File: config.mk
export PLATFORM = sky130hd
export DESIGN_NAME = dsm2_bitstream
export DESIGN_NICKNAME = d
export VERILOG_FILES = /design/src/rtl/dsm2_bitstream.sv
export SDC_FILE = /design/constraint.sdc
export NUM_CORES = 1
export LEC_CHECK = 0
export BUFFER_PORTS_ARGS = -buffer_cell sky130_fd_sc_hd__buf_2
export CAP_MARGIN = 30
export CORE_MARGIN = 3
export CORE_UTILIZATION = 30
export DETAILED_ROUTE_END_ITERATION = 7
export GPL_ROUTABILITY_DRIVEN = 0
export PLACE_DENSITY = 0.46
export SLEW_MARGIN = 20
export SYNTH_ARGS = -nofsm -noshare
export SYNTH_HDL_FRONTEND = slang
export SYNTH_SLANG_ARGS = --single-unit
File: constraint.sdc
create_clock -name clk -period 15.4 [get_ports clk]
set_clock_uncertainty 0.2 [all_clocks]
set_input_delay 1.54 -clock clk [delete_from_list [all_inputs] [get_ports clk]]
set_output_delay 1.54 -clock clk [all_outputs]
set_load 0.02 [all_outputs]
File: src/rtl/dsm2_bitstream.sv
module dsm2_bitstream #(
  parameter int SAMPLE_W = 16,
  parameter int HALF_DIV = 5
) (
  input  logic                       clk,
  input  logic                       rst,
  input  logic signed [SAMPLE_W-1:0] sample,
  output logic                       bclk,
  output logic                       dout
);
  localparam int ACC_W  = SAMPLE_W + 10;
  localparam int CW     = $clog2(HALF_DIV) + 1;
  localparam int FS_I   = 2**(SAMPLE_W-1) - 1;
  localparam logic signed [ACC_W-1:0] FS     = ACC_W'(FS_I);
  localparam logic signed [ACC_W-1:0] FB     = ACC_W'(2*FS_I);
  localparam logic signed [ACC_W-1:0] I1_LIM = ACC_W'(16*2*FS_I);
  localparam logic signed [ACC_W-1:0] I2_LIM = ACC_W'(32*2*FS_I);
  localparam logic signed [SAMPLE_W-1:0] SMIN = {1'b1, {(SAMPLE_W-1){1'b0}}};

  logic [CW-1:0] cnt;
  logic signed [ACC_W-1:0] i1, i2, x_in, x2, fb, i1_sum, i2_sum;
  logic tick, quant;

  function automatic logic signed [ACC_W-1:0] sat(input logic signed [ACC_W-1:0] v,
                                                  input logic signed [ACC_W-1:0] lim);
    if (v > lim) return lim;
    if (v < -lim) return -lim;
    return v;
  endfunction

  // bit clock divider; tick marks the system edge that raises bclk
  assign tick = (cnt == CW'(HALF_DIV-1)) && !bclk;

  always_ff @(posedge clk) begin
    if (rst) begin
      cnt  <= '0;
      bclk <= 1'b0;
    end else if (cnt == CW'(HALF_DIV-1)) begin
      cnt  <= '0;
      bclk <= ~bclk;
    end else begin
      cnt <= cnt + 1'b1;
    end
  end

  // symmetric clip, then scale by two so half of full scale is an integer
  assign x_in   = (sample == SMIN) ? -FS : ACC_W'(sample);
  assign x2     = x_in <<< 1;
  assign quant  = ~i2[ACC_W-1];
  assign fb     = quant ? FB : -FB;
  assign i1_sum = i1 + x2 - fb;
  assign i2_sum = i2 + i1 - fb;

  always_ff @(posedge clk) begin
    if (rst) begin
      i1   <= FS;
      i2   <= '0;
      dout <= 1'b0;
    end else if (tick) begin
      dout <= quant;
      i1   <= sat(i1_sum, I1_LIM);
      i2   <= sat(i2_sum, I2_LIM);
    end
  end

  AST_RESET_CLEAR: assert property (@(posedge clk)
    rst |=> (!dout && !bclk && i2 == '0));
  AST_DATA_ON_RISE: assert property (@(posedge clk) disable iff (rst)
    !$stable(dout) |-> $rose(bclk));
  AST_BCLK_STEP: assert property (@(posedge clk) disable iff (rst)
    !$stable(bclk) |-> ($past(cnt) == CW'(HALF_DIV-1)));
  AST_STATE_HOLD: assert property (@(posedge clk) disable iff (rst)
    !tick |=> ($stable(i1) && $stable(i2)));
endmodule

# After elaboration in Yosys (flattened, before gate mapping)
# Cells that the tools add are included.
# word_totals
register_bits	58
latchBits	0
ram_bits	0
n_memories	0
rom_bits	0
output_inout_bits	2
# op_classes
bitwise	2
eq_ne	2
mul	0
n_mux	24
n_addsub	5
order_cmp	4
reduce_logical	3
n_div	0
shift	0
# op_table
cell	count
26-bit two-way mux	9
26-bit adder	2
26-bit subtractor	2
26-bit by 21-bit greater-than comparator with 1-bit output (second input constant)	1
26-bit by 22-bit greater-than comparator with 1-bit output (second input constant)	1
26-bit by 21-bit less-than comparator with 1-bit output (second input constant)	1
26-bit by 22-bit less-than comparator with 1-bit output (second input constant)	1
25-bit two-way mux	1
16-bit == test (second input constant)	1
1-bit two-way mux	14
4-bit by 1-bit adder with 4-bit output (second input constant)	1
4-bit by 3-bit == test with 1-bit output (second input constant)	1
1-bit inverter	2
2-bit OR reduction	1
1-bit logical AND	1
1-bit logical NOT	1

# Logic depth before layout (Yosys ltp)
# logic_depth
depth_word	13
mapped_depth	20

# Least setup slack after synthesis
# OpenSTA, ideal clock, no wires.
# synth_timing
path_type	flip-flop to flip-flop
startpoint	register i2[25]
endpoint	register i2[23]
required_time_ns	15.068
path_stages_with_launch	21
t_arrival_ns	5.993
synth_period_minus_slack_ns	6.325
setup_time_ns	0.132
setup_slack_ns	9.075
path_buffers	1
path_cell_list	dfxtp_1 > inv_1 > fa_1 > inv_1 > ha_1 > or3_1 > o22ai_2 > nor4_1 > o31a_1 > xnor2_1 > nand2_1 > or4b_2 > nor4_1 > nand3_1 > nand4_1 > ha_1 > clkbuf_1 > nor2_1 > nor3_1 > a21oi_1 > o21ai_0
# synth_between
elab_chain_cells	9
# synth_lines
element	line_no	text
start, declared	21	logic signed [ACC_W-1:0] i1, i2, x_in, x2, fb, i1_sum, i2_sum;
start signal, assigned	62	i2 <= sat(i2_sum, I2_LIM);
26-bit two-way mux *	50	assign fb = quant ? FB : -FB;
named net fb[10]	21	
26-bit subtractor *	52	assign i2_sum = i2 + i1 - fb;
26-bit by 22-bit less-than comparator with 1-bit output	27	if (v < -lim) return -lim;
1-bit two-way mux (2 in series)	27	
1-bit two-way mux	59	end else if (tick) begin
1-bit two-way mux	55	if (rst) begin
26-bit two-way mux	28	return v;
26-bit two-way mux *	27	
# The timed path passes the listed nets; every way through them passes the cells marked *. The select of a mux whose other input is x is not followed.
# A chain may end at the register's enable or synchronous reset.

# Worst setup path after layout
# layout_timing
startpoint	input port sample[15]
endpoint	register i1[12]
# layout_between
elab_chain_cells	11
# layout_lines
element	line_no	text
start, declared	7	input logic signed [SAMPLE_W-1:0] sample,
16-bit == test	47	assign x_in = (sample == SMIN) ? -FS : ACC_W'(sample);
25-bit two-way mux *	47	
26-bit adder *	51	assign i1_sum = i1 + x2 - fb;
26-bit subtractor *	51	
26-bit by 21-bit less-than comparator with 1-bit output	27	
1-bit two-way mux (2 in series)	27	
1-bit two-way mux	59	
1-bit two-way mux	55	
26-bit two-way mux	28	
26-bit two-way mux *	27	
end signal, assigned	61	i1 <= sat(i1_sum, I1_LIM);
end, declared	21	
# Mark *: on every way between the ends. The rest lies on a longest branch, timed or not. The select of a mux whose other input is x is not followed.

==> metrics <==
status completed; Post-Synth Simple-Gate Area a little under a fifth; RSZ-0062 raised after global routing false; WS Path Type input port to register; ys async rst share 0%; vias in the first global route between 5000 and 6000; post-route minimum period 6.32 ns; Layout Nets 928; EDFF count, synth 0; syn nets between 900 and 1000; Synth Instances 817; Synth Area in XOR/XNOR 3.84%; hold_buf cts 0; count leader, synth inv_1; P&R area growth vs syn 8.94%; largest family of logic cells by synthesized area compound AO/OA/AOI/OAI gates; via count between 5000 and 6000; HP Class register to register; post-synthesis mux area share 0.756%; R2R depth 16; Die Footprint roughly 0.024 mm²; placed cells roughly 1100; post-route ant nets 0; Worst Hold End i2[24]; startpoint types input port; GRT met3 Usage approximately 2.3%; overall routed net length between 15 and 20 mm; drt pass-1 iters 5; chip height approximately 150 µm; HPWL Detailed 15.3 mm; GR Layer Usage met2 26.5%; R2R Setup Slk 9.31 ns; P_leak 3.06 nW; Synth cell types 73; max-cap violation count 0; Final Hold Viols 0; initial antenna violation count 0; synth cell count leaders inv_1 (79), nor2_1 (69), nand2_1 (62); FF+latch count, synth 58; io pins 20; CP Capture Type register; CTS buffer count 9; die width 155 µm; Synth Area in Compound Gates approximately 28%; CTS root buffer clkbuf_16; Mean Syn Cell Area a little over 8 µm²; Starting Density 31.0%; post-layout util between 30% and 40%; post_cts resized 0; Reg2Reg Launch Point i2[25]; Mapped Area around 0.0066 mm²; Design Power about 0.0009 W; clock buffer depth 2; largest net degree at the start of global routing 33; area share of the largest cell type after synthesis 17.5%; CP Max Fanout 10; Slew headroom 43.9%; Synth Flop Type dfxtp_1; diodes inserted 0; CTS tree built; share of layout cells above drive strength 1 8.35%; Max VDD drop slightly below 0.07 mV; Yosys warning total 0; Pwr per Cell Area between 100 and 150 mW/mm²; adder-cell share of the synthesized area about a quarter; GR met1 Demand/Resource 23.5%; area leader, netlist dfxtp_1; hold depth 2; CTS clk-pin slew, worst paths approximately 0.05 ns; WP data arrival 6.39 ns; Fillers between 2000 and 2500; Layout Cells excl Fill between 1000 and 1500; # rows 53; Clock Sinks slightly below 60; setup TNS 0 ns; final max-slew violation count 0; most used routing layer met2; endpoints failing setup 0; total track usage roughly 16%; Worst Tran Pin Value 0.841 ns; first-pass GRT wire length 31.5 mm; fmax 158 MHz; core area 0.0214 mm²; Via density 5.39; CP required 15.46 ns; Post-CTS Setup Bufs 0; Final Hold Slack ~0.25 ns; clk_lat worst skew 0.32 ns; drt wl/cell 17.4 µm; port bufs 19; initial DRC count 377; # DRC 0; reg-to-reg endpoint i2[22]; H-Tree Depth 3; total grt overflow 0; largest cells by area after synthesis dfxtp_1 (18%), fa_1 (14%), ha_1 (10%); Min-Delay Startpoint i2[24]; crit share post-route 41.1%; sequential area share after synthesis 17.5%
## per-stage QoR
stage / area (µm²) / setup WS, ns
floorplan: 6620 / 9.07
global placement: 6920 / 8.78
detailed placement: 6930 / 8.77
CTS: 7210 / 9.07
global route: 7210 / 8.62
finish: 7210 / 9.08
## placed cells by master (no fill, tap or decap), drive strengths merged, types with 10 or more instances in the layout
cell	instances
nor3	21
o21a	15
o221a	13
or2	11
a21o	14
nand4	12
nand3	14
dfxtp	58
and3	10
ha	53
xor2	11
a21oi	56
o211ai	11
or3	10
nor2	70
inv	79
o21ai	49
buf	23
a211oi	11
clkbuf	12
nor4	10
fa	47
xnor2	18
nand2	62
## routing by layer
metal / share of wire, % / routed length, µm / vias up
li1: - / - / 2948
met1: 50 / 9400 / 2825
met2: 47 / 8920 / 89
met3: 2.9 / 557 / 7
met4: 0.37 / 71 / 0
met5: 0 / 0 / -
## critical path: stages
cell	delay, ns
buf_2	0.10
inv_1	0.22
nor4_1	0.60
a41o_1	0.25
ha_1	0.20
inv_1	0.08
fa_1	0.41
nor2b_1	0.20
o31a_1	0.33
o211a_1	0.30
o21ai_0	0.13
o211ai_1	0.25
a21oi_1	0.11
xnor2_1	0.58
inv_1	0.19
o211ai_1	0.64
o22a_1	0.25
## logic make-up after synthesis
group	count (synthesis)
AO/OA/AOI/OAI	253
XOR/XNOR	29
adder cells (fa/ha/maj)	100
buffers and inverters	120
flip-flops	58
multiplexers	5
AND/OR/NAND/NOR	252
## sequential cells by signal, indices dropped and copies added (netlist names)
signal and count:
bclk 1, cnt 4, i2 26, dout 1, i1 26
## area by class of cell
cell class	count	area (µm²)	area share, %
Multi-Input combinational cell	639	5000	69.4
Sequential cell	58	1160	16.1
Tap cell	275	344	4.77
Inverter	79	297	4.11
Clock buffer	12	246	3.42
Timing Repair Buffer	23	121	1.68
Clock inverter	3	40.0	0.555
## power by group
part           total, W  switching, W  internal [W]
Clock          0.000195     0.0000667      0.000128
Sequential     0.000161    0.00000528      0.000156
Combinational  0.000520      0.000332      0.000188
Total          0.000876      0.000404      0.000472
## worst max-delay path by stage
stage / startpoint / endpoint / slack (ns) / cells after the start
after floorplan: i2[25] / i2[23] / 9.07 / 20
after global placement: sample[15] / i1[9] / 8.78 / 17
after detailed placement: sample[15] / i1[13] / 8.77 / 17
after CTS: sample[15] / i1[12] / 9.07 / 17
after global routing: sample[15] / i1[12] / 8.62 / 17
final: sample[15] / i1[12] / 9.08 / 17
(Power assumes the default switching activity.)
